[config.mk]
export PLATFORM = sky130hd
export DESIGN_NAME = plic_core
export DESIGN_NICKNAME = d
export VERILOG_FILES = /design/src/rtl/plic_pkg.sv /design/src/rtl/plic_ctrl.sv /design/src/rtl/plic_dp.sv /design/src/rtl/plic_core.sv
export SDC_FILE = /design/constraint.sdc
export NUM_CORES = 1
export LEC_CHECK = 0
export BUFFER_PORTS_ARGS = -buffer_cell sky130_fd_sc_hd__buf_2
export CAP_MARGIN = 40
export CORE_AREA = 2 2 238 240
export CTS_BUF_LIST = sky130_fd_sc_hd__clkbuf_16
export CTS_CLUSTER_DIAMETER = 60
export CTS_CLUSTER_SIZE = 24
export DETAILED_ROUTE_END_ITERATION = 12
export DIE_AREA = 0 0 240 242
export PLACE_DENSITY = 0.77
export SLEW_MARGIN = 40
export SYNTH_ARGS = -nofsm -noshare
export SYNTH_HDL_FRONTEND = slang
export SYNTH_SLANG_ARGS = --single-unit
[constraint.sdc]
create_clock -name clk -period 69.4 [get_ports clk]
set_input_delay 6.94 -clock clk [delete_from_list [all_inputs] [get_ports clk]]
set_output_delay 6.94 -clock clk [all_outputs]
set_load 0.05 [all_outputs]
[src/rtl/plic_pkg.sv]
package plic_pkg;
  localparam int CTX_SEL_W  = 8;
  localparam int SRC_SEL_W  = 10;
  localparam int WORD_SEL_W = 5;

  localparam logic [31:0] PRIO_END   = 32'h0000_1000;
  localparam logic [31:0] EN_BASE    = 32'h0000_2000;
  localparam logic [31:0] EN_STRIDE  = 32'h0000_0080;
  localparam logic [31:0] CTX_BASE   = 32'h0020_0000;
  localparam logic [31:0] CTX_STRIDE = 32'h0000_1000;

  // Strobes from the decoder to the datapath
  typedef struct packed {
    logic                  prioWr;
    logic                  prioRd;
    logic                  enWr;
    logic                  enRd;
    logic                  thrWr;
    logic                  thrRd;
    logic                  clmRd;
    logic                  cmpWr;
    logic [CTX_SEL_W-1:0]  ctx;
    logic [SRC_SEL_W-1:0]  src;
    logic [WORD_SEL_W-1:0] word;
  } regStrobe_t;
endpackage

[src/rtl/plic_ctrl.sv]
module plic_ctrl
  import plic_pkg::*;
#(
  parameter int NUM_SRC = 40,
  parameter int NUM_CTX = 2,
  parameter int ADDR_W  = 24
) (
  input  logic              regWrEn,
  input  logic              regRdEn,
  input  logic [ADDR_W-1:0] regAddr,
  output regStrobe_t        strb
);
  localparam int unsigned NWORDS = NUM_SRC / 32 + 1;
  localparam logic [31:0] EN_END  = EN_BASE + 32'(NUM_CTX) * EN_STRIDE;
  localparam logic [31:0] CTX_END = CTX_BASE + 32'(NUM_CTX) * CTX_STRIDE;

  logic [31:0] addr32;
  logic [31:0] enOff;
  logic [31:0] cxOff;

  always_comb begin
    addr32 = 32'(regAddr);
    enOff  = addr32 - EN_BASE;
    cxOff  = addr32 - CTX_BASE;
    strb   = '0;
    if (addr32[1:0] == 2'b00) begin
      if (addr32 < PRIO_END) begin
        if (addr32[31:2] >= 30'd1 && addr32[31:2] <= 30'(NUM_SRC)) begin
          strb.prioWr = regWrEn;
          strb.prioRd = regRdEn;
          strb.src    = SRC_SEL_W'(addr32[31:2]);
        end
      end else if (addr32 >= EN_BASE && addr32 < EN_END) begin
        if (32'(enOff[6:2]) < NWORDS) begin
          strb.enWr = regWrEn;
          strb.enRd = regRdEn;
          strb.ctx  = CTX_SEL_W'(enOff >> 7);
          strb.word = enOff[6:2];
        end
      end else if (addr32 >= CTX_BASE && addr32 < CTX_END) begin
        strb.ctx = CTX_SEL_W'(cxOff >> 12);
        if (cxOff[11:0] == 12'h000) begin
          strb.thrWr = regWrEn;
          strb.thrRd = regRdEn;
        end else if (cxOff[11:0] == 12'h004) begin
          strb.clmRd = regRdEn;
          strb.cmpWr = regWrEn;
        end
      end
    end
  end
endmodule

[src/rtl/plic_dp.sv]
module plic_dp
  import plic_pkg::*;
#(
  parameter int NUM_SRC = 40,
  parameter int NUM_CTX = 2,
  parameter int PRIO_W  = 3
) (
  input  logic               clk,
  input  logic               rst,
  input  regStrobe_t         strb,
  input  logic [31:0]        wrData,
  input  logic [NUM_SRC-1:0] srcLevel,
  output logic [31:0]        rdData,
  output logic [NUM_CTX-1:0] irqOut
);
  localparam int ID_W = $clog2(NUM_SRC + 1);

  logic [PRIO_W-1:0]  prio [1:NUM_SRC];
  logic [NUM_SRC:1]   en   [NUM_CTX];
  logic [PRIO_W-1:0]  thr  [NUM_CTX];
  logic [NUM_SRC:1]   pend, inSvc, lvl;
  logic [NUM_SRC:1]   claimHit, compHit, pendN, inSvcN;
  logic [ID_W-1:0]    winId [NUM_CTX];
  logic [ID_W-1:0]    selWin;

  assign lvl = srcLevel;

  // Per-context winner: highest priority, lowest identifier on ties
  for (genvar c = 0; c < NUM_CTX; c++) begin : g_arb
    logic [ID_W-1:0]   win;
    logic [PRIO_W-1:0] bestP;
    always_comb begin
      win   = '0;
      bestP = '0;
      for (int s = 1; s <= NUM_SRC; s++) begin
        if (pend[s] && en[c][s] && prio[s] > thr[c] && prio[s] > bestP) begin
          win   = ID_W'(s);
          bestP = prio[s];
        end
      end
    end
    assign winId[c]  = win;
    assign irqOut[c] = (win != '0);
  end

  always_comb begin
    selWin = '0;
    for (int c = 0; c < NUM_CTX; c++)
      if (strb.ctx == CTX_SEL_W'(c)) selWin = winId[c];
    for (int s = 1; s <= NUM_SRC; s++) begin
      claimHit[s] = strb.clmRd && (selWin == ID_W'(s));
      compHit[s]  = strb.cmpWr && (wrData == 32'(s)) && inSvc[s];
    end
    inSvcN = (inSvc | claimHit) & ~compHit;
    pendN  = (pend & ~claimHit) | (lvl & ~inSvcN);
  end

  always_comb begin
    rdData = '0;
    if (strb.prioRd)
      for (int s = 1; s <= NUM_SRC; s++)
        if (strb.src == SRC_SEL_W'(s)) rdData = 32'(prio[s]);
    if (strb.enRd)
      for (int c = 0; c < NUM_CTX; c++)
        for (int s = 1; s <= NUM_SRC; s++)
          if (strb.ctx == CTX_SEL_W'(c) && strb.word == WORD_SEL_W'(s / 32))
            rdData[s % 32] = en[c][s];
    if (strb.thrRd)
      for (int c = 0; c < NUM_CTX; c++)
        if (strb.ctx == CTX_SEL_W'(c)) rdData = 32'(thr[c]);
    if (strb.clmRd) rdData = 32'(selWin);
  end

  always_ff @(posedge clk) begin
    if (rst) begin
      for (int s = 1; s <= NUM_SRC; s++) prio[s] <= '0;
      for (int c = 0; c < NUM_CTX; c++) begin
        en[c]  <= '0;
        thr[c] <= '0;
      end
      pend  <= '0;
      inSvc <= '0;
    end else begin
      if (strb.prioWr)
        for (int s = 1; s <= NUM_SRC; s++)
          if (strb.src == SRC_SEL_W'(s)) prio[s] <= wrData[PRIO_W-1:0];
      if (strb.enWr)
        for (int c = 0; c < NUM_CTX; c++)
          for (int s = 1; s <= NUM_SRC; s++)
            if (strb.ctx == CTX_SEL_W'(c) && strb.word == WORD_SEL_W'(s / 32))
              en[c][s] <= wrData[s % 32];
      if (strb.thrWr)
        for (int c = 0; c < NUM_CTX; c++)
          if (strb.ctx == CTX_SEL_W'(c)) thr[c] <= wrData[PRIO_W-1:0];
      pend  <= pendN;
      inSvc <= inSvcN;
    end
  end
endmodule

[src/rtl/plic_core.sv]
module plic_core
  import plic_pkg::*;
#(
  parameter int NUM_SRC = 40,
  parameter int NUM_CTX = 2,
  parameter int PRIO_W  = 3,
  parameter int ADDR_W  = 24
) (
  input  logic               clk,
  input  logic               rst,
  input  logic               regWrEn,
  input  logic               regRdEn,
  input  logic [ADDR_W-1:0]  regAddr,
  input  logic [31:0]        regWrData,
  output logic [31:0]        regRdData,
  input  logic [NUM_SRC-1:0] srcLevel,
  output logic [NUM_CTX-1:0] irqOut
);
  regStrobe_t strb;

  plic_ctrl #(.NUM_SRC(NUM_SRC), .NUM_CTX(NUM_CTX), .ADDR_W(ADDR_W)) u_ctrl (
    .regWrEn (regWrEn),
    .regRdEn (regRdEn),
    .regAddr (regAddr),
    .strb    (strb)
  );

  plic_dp #(.NUM_SRC(NUM_SRC), .NUM_CTX(NUM_CTX), .PRIO_W(PRIO_W)) u_dp (
    .clk      (clk),
    .rst      (rst),
    .strb     (strb),
    .wrData   (regWrData),
    .srcLevel (srcLevel),
    .rdData   (regRdData),
    .irqOut   (irqOut)
  );
endmodule

Word level (Yosys, flattened, before mapping) --
Memories as Yosys holds them, arrays and structs flattened. Cells that the tools add are included.
Operators by class: add/sub/neg operators 2, order comparisons 167, equal/unequal tests 123, mux-type cells 612, bitwise logic cells 130, reduce and logical (&&, ||, !) cells 373
Operators with widths (number):
- $eq 32x5->1 const B | 16
- $mux 3 | 168
- $gt 3x3->1 | 158
- $logic_and 1x1->1 | 367
- $mux 1 | 348
- $eq 32x6->1 const B | 9
- $eq 32x4->1 const B | 8
- $mux 32 | 6
- $mux 5 | 35
- $eq 10x5->1 const B | 16
- $eq 32x3->1 const B | 4
- $or 1x1->1 | 122
- $and 40x40->40 | 3
- $mux 6 | 20
- $not 40->40 | 3
- $eq 6x5->1 const B | 16
- $eq 10x6->1 const B | 9
- $eq 10x4->1 const B | 8
- $or 40x40->40 | 2
- $mux 4 | 17
- $eq 32x2->1 const B | 2
- $eq 6x6->1 const B | 9
- $eq 6x4->1 const B | 8
- $eq 10x3->1 const B | 4
- other kinds (31) | 49
Storage, ports and cells: register bits after elaboration 80, bits in writable memories 206, bits of input ports 100, output and inout port bits 34, word-level logic and storage cells 1412, memories 3
Memories:
- u_dp.prio | words 40, width 3, read ports 40, clocked after memory_dff 0, write ports 40, RTL line plic_dp.sv:18 | logic [PRIO_W-1:0] prio [1:NUM_SRC];
- u_dp.en | words 2, width 40, read ports 2, clocked after memory_dff 0, write ports 2, RTL line plic_dp.sv:19 | logic [NUM_SRC:1] en [NUM_CTX];
- u_dp.thr | words 2, width 3, read ports 2, clocked after memory_dff 0, write ports 2, RTL line plic_dp.sv:20 | logic [PRIO_W-1:0] thr [NUM_CTX];

Logic depth before layout (Yosys ltp) --
Gate-level depths: netlist (run 1). An unclocked memory read counts as a cell.
depth in word-level cells 131, gate-level depth with buffers 318, gate-level depth less buffers 309

Hierarchy --
From an unflattened synthesis (run 1), not the netlist that was laid out.
Unflattened totals: cell total of the unflattened synthesis 3665, area, all modules 30087.6 um2
Modules (own cells, without submodules):
- plic_dp | instances 1, cells each 3599, area each 29618.4 um2, sequential area each 7787.5 um2
- plic_ctrl | instances 1, cells each 66, area each 469.2 um2, sequential area each 0.0 um2

Worst setup path before layout (run 1) --
Ideal clock, no wire load.
kind flip-flop to output port, start point memory u_dp.thr[1][1] (netlist: u_dp.thr[0][4]), end point output port regRdData[3], data arrival time 56.789 ns, data required time 62.460 ns, path slack 5.671 ns, stages on the path, launching flop included 286, path buffers 7, path through edfxtp_1 -> inv_1 -> ha_1 -> nor2b_1 -> o311a_1 -> and2_1 -> ha_1 -> nand3b_1 -> a32o_1 -> or3_1 -> clkbuf_1 -> o21ai_0 -> inv_1 -> ha_1 -> a21oi_1 -> o21ai_0 -> and3_1 -> or3_1 -> (+250 left out) -> or2_2 -> ha_1 -> nand3_1 -> nand4_1 -> a21oi_1 -> o21a_1 -> buf_1 -> nand2_1 -> o31a_1 -> ha_1 -> nand3_1 -> nand4_1 -> a21oi_1 -> o21ai_0 -> a21o_1 -> a21oi_1 -> a41oi_1 -> o21ai_0
RTL lines:
- start, declared | RTL line plic_dp.sv:20
- end, declared | RTL line plic_core.sv:15 | output logic [31:0] regRdData,

==> results.md, run 1 <==
- Post-Syn Area: between 30000 and 40000 µm²
- Top cell type's share of synthesized area: 0.204
- Dpl hpwl: around 83 mm
- Type of the worst min-delay path: register to register
- Count leader, synth: nor2_1
- Routed wire length: between 100 and 150 mm
- Layout Nets: around 4300
- Synth warn: 0
- Total power: 0.792 mW
- Post-synthesis register bit count: between 200 and 300
- Final Max Tran Viols: 0
- CTS buffer count: 26
- Initial antenna violation count: 7
- Synth cell types: 109
- Number of global-route vias before repair: 28100
- Area of the multi-input gates: 21600 µm²
- Syn nets: between 4000 and 5000
- Power density over cell area: about 24 nW/µm²
- Initial core utilization: 0.544
- Switch Pwr: about 0.36 mW
- H-tree depth: 1
- Worst vdd ir: 0.0247 mV
- Via count: between 30000 and 40000
- Critical path class: register to primary output
- Crit share post-route: 0.955
- Largest net degree at the start of global routing: between 70 and 80
- Synth area leader: edfxtp_1
- Clk sinks: between 200 and 300
- Crit path launch type: register
- CTS tree: done
- Avg Synthesized Cell Area: ~8 µm²
- Final Hold Viols: 0
- Util after Layout: 0.600
- Gr usage total: 0.357
- Sw Ratio: 0.453
- Worst path slowest cell: a221oi_1
- Clk slew on worst S/H paths: around 80 ps
- Cell count after synthesis: approximately 3700
- Worst Max-Slew Pin Slew: roughly 950 ps
- Final setup fails: 0
- Relative slew slack: 0.359
- Worst EP required: between 60000 and 70000 ps
- Synth top cells by count: nor2_1, nand2_1, ha_1
- Drt drc: 0
- Area of the core: ~56000 µm²
- Bufs on Longest Clock Path: 3
- Internal: ~0.43 mW
- Die width: roughly 240 µm
- First-pass GRT wire length: between 150 and 200 mm
- Synth-to-Final Area Change: 10.4%
- DIE AREA: a little under 60000 µm²
- Main synth FF type: edfxtp_1
- Leakage: between 10 and 15 nW
- Rows: a little under 90
- Worst skew pair latency: approximately 600 ps
- Final setup skew: ~24 ps
- Cell with the most instances on the worst path: ha_1
- Logic pwr share: 0.533
- WL per Instance: about 24 µm
- Final GP Congestion: slightly above 1
- Post-synth EDFFs: between 200 and 250
- Finished Cell Area: about 33000 µm²
- Worst path max stage delay: 660 ps
- Drt pass-1 iters: 8
- PortBufs: approximately 130
- Max Cap Viol: 0
- Sequential Power Share: 0.263
- Status: finished, final reports clean
- Routed Antenna Nets: 0
- Clock share of power: 0.205
- First DRT Iteration DRCs: approximately 4000
- Area after DPL: roughly 32000 µm²
- Critical-path maximum fanout: 21
- Die Height: around 240 µm
- Via/cell ratio: approximately 6.7
- Total global routing overflow: 0
- Synth async-reset ratio: 0
- Layout cell share with drive strength beyond 1: 0.124
- # IOs: approximately 130
- CP endpoint kind: primary output
- Max Freq: between 15 and 20 MHz
- Root Driver: clkbuf_16
- Dominant cells by area after synthesis: edfxtp_1, ha_1, dfxtp_1
- Sequential share of the synthesized area: 0.257
- Crit path DAT: roughly 60000 ps
- Storage cell area: between 7000 and 8000 µm²
- Final critical-path required period: 66300 ps
- FILL cells: 4974
-- cell type report --
type	count	share of cell area
diodes	4	0.000299
clock buffers	26	0.0194
clock inverters	22	0.0107
inverters	240	0.0279
multi-input cells	3078	0.647
flip-flops and latches	286	0.233
well taps	756	0.0283
repair buffers	194	0.0339
-- logic make-up after synthesis --
kind of cell	share of synthesized area
multiplexers	0.0493
AO/OA/AOI/OAI	0.251
buffers and inverters	0.0450
adder cells (fa/ha/maj)	0.170
AND/OR/NAND/NOR	0.223
XOR/XNOR	0.00491
flip-flops	0.257
-- critical path, delay by kind of cell (launching register included) --
family	cells	cell delay, ps
buffers and inverters	26	2680
multiplexers	35	11360
adder cells (fa/ha/maj)	45	12110
AO/OA/AOI/OAI	103	20850
flip-flops	1	400
AND/OR/NAND/NOR	74	11310
-- per-stage QoR --
step	cells	hold slack, ps	setup TNS, ps	setup WS, ps
after detailed placement	4521	466	0	41.7
after global routing	4606	509	-2170	-572
final	4606	478	0	3100
after global placement	4521	462	0	1690
after CTS	4569	480	0	100
after floorplan	3721	444	0	5670
-- power by group through the flow --
stage | Combinational, mW | Sequential, mW | Clock (mW)
floorplan | 0.299 | 0.201 | 0
global placement | 0.383 | 0.210 | 0
detailed placement | 0.388 | 0.211 | 0
CTS | 0.392 | 0.207 | 0.162
global route | 0.463 | 0.208 | 0.169
finish | 0.422 | 0.208 | 0.162
-- state kept, by name, summed over array words and instances (netlist names) --
register and flops:
u_dp.en 80, u_dp.prio 120, u_dp.inSvc 40, u_dp.thr 6, u_dp.pend 40
-- path summary, 6_finish.rpt --
path	slack (ps)	cells past startpoint	from	to
min	480	2	u_dp.inSvc[13]$_SDFF_PP0_	u_dp.pend[13]$_SDFF_PP0_
max reg2reg	9810	285	u_dp.thr[0][4]$_DFFE_PP_	u_dp.pend[4]$_SDFF_PP0_
max	3100	283	u_dp.thr[0][4]$_DFFE_PP_	regRdData[3]
min reg2reg	480	2	u_dp.inSvc[13]$_SDFF_PP0_	u_dp.pend[13]$_SDFF_PP0_
-- placed cells by master, fill, tap and decap left out, types with 55 or more instances in the layout --
cell and instances:
buf_2 132, o21ai_0 229, edfxtp_1 206, buf_4 58
nor3_1 78, nor2b_1 75, nand2_1 383, and2_1 122
nor2_1 379, nand4_1 55, nand3_1 107, inv_1 235
a21oi_1 203, mux2_2 83, a21o_1 78, o21a_1 67
ha_1 372, dfxtp_1 80
-- layer usage --
layer  track usage  vias to the layer above  wire length [µm]
met4         0.180                        2              6590
met2         0.554                     1740             46700
met3        0.0733                      329             12500
met1         0.470                    14400             42600
met5             0                        -                15
li1              -                    14200                 -
-- repair_timing --
action / in CTS / in global routing
setup endpoints to repair: 6 / 7
buffers inserted: 0 / 30
cloned: 0 / 1
hold buffers: 0 / 0
resized for setup: 5 / 91
pin swaps: 0 / 28
No activity file was read; power rests on OpenSTA's default activity.
==> run 2: changes to the inputs <==
--- a/config.mk
+++ b/config.mk
@@ -8,12 +8,11 @@
 export BUFFER_PORTS_ARGS = -buffer_cell sky130_fd_sc_hd__buf_2
 export CAP_MARGIN = 40
 export CORE_AREA = 2 2 238 240
-export CTS_BUF_LIST = sky130_fd_sc_hd__clkbuf_16
 export CTS_CLUSTER_DIAMETER = 60
 export CTS_CLUSTER_SIZE = 24
 export DETAILED_ROUTE_END_ITERATION = 12
 export DIE_AREA = 0 0 240 242
-export PLACE_DENSITY = 0.77
+export PLACE_DENSITY = 0.75
 export SLEW_MARGIN = 40
 export SYNTH_ARGS = -nofsm -noshare
 export SYNTH_HDL_FRONTEND = slang
==> results.md, run 2 (synthesis gave the netlist of run 1 again) <==
- Critical path class: register to primary output
- Critical path startpoint: u_dp.prio[0][4]$_SDFFCE_PN0P_
- Relative slew slack: 0.377 (+0.0184)
- Power density over cell area: 23.6 nW/µm² (-0.31%)
- Via count: 30800 (+0.22%)
- Sequential Power Share: 0.265 (+0.002)
- Type of the worst min-delay path: register to register
- Final setup fails: 0 (unchanged)
- Family with the most delay on the worst path: compound AO/OA/AOI/OAI gates
- Clock share of power: 0.192 (-0.013)
- Die Height: 242 µm (unchanged)
- Largest net degree at the start of global routing: 73 (unchanged)
- Worst vdd ir: 0.0284 mV (+15%)
- Dpl hpwl: 83.9 mm (+0.69%)
- Worst EP required: 62460 ps (about the same)
- Number of global-route vias before repair: 27900 (-0.68%)
- Initial antenna violation count: 2 (-5)
- Crit path DAT: 59130 ps (-230 ps)
- Hold buffer count at cts: 0 (unchanged)
- Root Driver: clkbuf_16
- WL per Instance: 23.7 µm (+0.82%)
- H-tree depth: 1 (unchanged)
- Leakage: 13.3 nW (about the same)
- Final critical-path required period: 66070 ps (-224 ps)
- Sw Ratio: 0.449 (-0.00415)
- Routed wire length: 109 mm (+1.0%)
- Die width: 240 µm (unchanged)
- Biggest regs: u_dp.prio (120), u_dp.en (80)
- Worst path slowest cell: edfxtp_1
- Highest-count cells in the layout ignoring fill and taps: nand2_1, nor2_1, ha_1
- Rows: 87 (unchanged)
- Final setup skew: 23.9 ps (-0.255 ps)
- Max Freq: 15.1 MHz (+0.34%)
- Clk slew on worst S/H paths: 80 ps (about the same)
- Drt drc: 0 (unchanged)
- Util after Layout: 0.598 (-0.00229)
- Layout Nets: 4311 (+0.30%)
- Setup TNS: 0 ps (unchanged)
- Crit path launch type: register
- Initial core utilization: 0.544 (unchanged)
- Biggest register: u_dp.prio
- # IOs: 134 (unchanged)
- Cell with the most instances on the worst path: ha_1
- Status: finished, final reports clean
- Total global routing overflow: 0 (unchanged)
- Layout cell share with drive strength beyond 1: 0.124 (+0.000166)
- Crit path buffers/inverters: 23 (-12%)
- Bufs on Longest Clock Path: 3 (unchanged)
- Routed Antenna Nets: 0 (unchanged)
- Worst Max-Slew Pin Slew: 925 ps (-27.4 ps)
- Final worst slack: 3330 ps (+224 ps)
- Via/cell ratio: 6.67 (about the same)
- Drt pass-1 iters: 6 (-2)
- Internal: 0.433 mW (about the same)
- Crit share post-route: 0.952 (-0.00323)
- CP endpoint kind: primary output
- Crit path to: regRdData[3]
- Flop2flop setup slack: 10000 ps (+190 ps)
- CTS tree: done
- Final Max Tran Viols: 0 (unchanged)
- Commonest non-fill, non-tap cell in the layout: nand2_1
- Logic pwr share: 0.543 (+0.010)
- Synth-to-Final Area Change: 10.0%
- Critical-path maximum fanout: 11 (-48%)
- R2r startpoint: u_dp.prio[0][4]$_SDFFCE_PN0P_
- Largest register FFs: 120 (unchanged)
- WP depth: 288 (+1.8%)
- Worst skew pair latency: 580 ps (-20 ps)
- Area of the core: 55700 µm² (unchanged)
- Pre-CTS setup slack: 344 ps (+302 ps)
- Max Cap Viol: 0 (unchanged)
- Worst R2R End: u_dp.pend[4]$_SDFF_PP0_
- DIE AREA: 58100 µm² (unchanged)
- CTS buffer count: 25 (-3.8%)
- Switch Pwr: 0.353 mW (-1.6%)
- First-pass GRT wire length: 163 mm (+0.67%)
- Clk sinks: 286 (unchanged)
- Final GP Congestion: 1.00 (-2.8%)
- Gr usage total: 0.360 (+0.00281)
- First DRT Iteration DRCs: 3654 (-7.1%)
- Final Hold Viols: 0 (unchanged)
- R2R cell count: 290 (+1.8%)
- PortBufs: 133 (unchanged)
- Worst path max stage delay: 510 ps (-150 ps)
run 2: cell count changes in the layout (fill, tap and decap cells not counted), moves of 3 or more:
cell,previous run,this run
inv_4,0,3
buf_4,58,70
clkinv_8,7,3
clkinv_16,4,0
inv_6,2,5
a21oi_2,13,9
a21oi_1,203,207
run 2: repair_timing:
item                       CTS  global route
buffers inserted             0            43
setup endpoints to repair    4             7
pin swaps                    0            24
gates resized for setup      2            84
cloned                       0             1
run 2: metrics by stage:
stage	cells	hold slack [ps]	instance area, µm²	power, mW
global placement	4519	461	31700	0.594
finish	4615	481	33300	0.787
global route	4613	494	33300	0.835
CTS	4565	480	32600	0.751
detailed placement	4520	467	31700	0.600
floorplan	3721	444	30300	0.499
run 2: power by group through the flow:
stage	sequential, mW	combinational [mW]	clock [mW]
6_report	0.208	0.427	0.151
5_1_grt	0.209	0.470	0.156
4_1_cts	0.207	0.393	0.151
3_5_place_dp	0.211	0.390	0
3_3_place_gp	0.211	0.383	0
2_1_floorplan	0.201	0.299	0
run 2: per-layer routing:
metal,global-route usage,vias to the layer above,part of all wire
met1,0.469,14500,0.40
met2,0.557,1709,0.43
met5,0,-,0.00014
met4,0.184,2,0.061
li1,-,14200,-
met3,0.0826,372,0.11
run 2: how the worst min path moves through the flow:
stage                                   start                   endpoint  slack, ps  cells after the start
detailed placement   u_dp.inSvc[8]$_SDFF_PP0_   u_dp.inSvc[8]$_SDFF_PP0_        470                      1
global route         u_dp.inSvc[8]$_SDFF_PP0_   u_dp.inSvc[8]$_SDFF_PP0_        490                      1
finish              u_dp.inSvc[13]$_SDFF_PP0_   u_dp.pend[13]$_SDFF_PP0_        480                      2
CTS                 u_dp.inSvc[13]$_SDFF_PP0_   u_dp.pend[13]$_SDFF_PP0_        480                      2
floorplan           u_dp.inSvc[13]$_SDFF_PP0_  u_dp.inSvc[13]$_SDFF_PP0_        440                      1
global placement    u_dp.inSvc[13]$_SDFF_PP0_  u_dp.inSvc[13]$_SDFF_PP0_        460                      1
run 2: area by class of cell:
cell class / count / area, µm²
fill: 5061 / 22400
inverter: 240 / 911
antenna: 2 / 5.00
clock buffer: 25 / 626
multi-input combinational: 3078 / 21600
sequential: 286 / 7790
timing repair buffer: 208 / 1240
clock inverter: 20 / 238
tap: 756 / 946
run 2: worst register-to-register path: cells and delay by family, from the launching register on:
| family | cells | cell delay, ps |
|---|---|---|
| compound gates | 104 | 20250 |
| simple gates | 83 | 13240 |
| fa+ha+maj | 45 | 12450 |
| mux | 36 | 11300 |
| buf+inv | 22 | 1630 |
| flops | 1 | 510 |
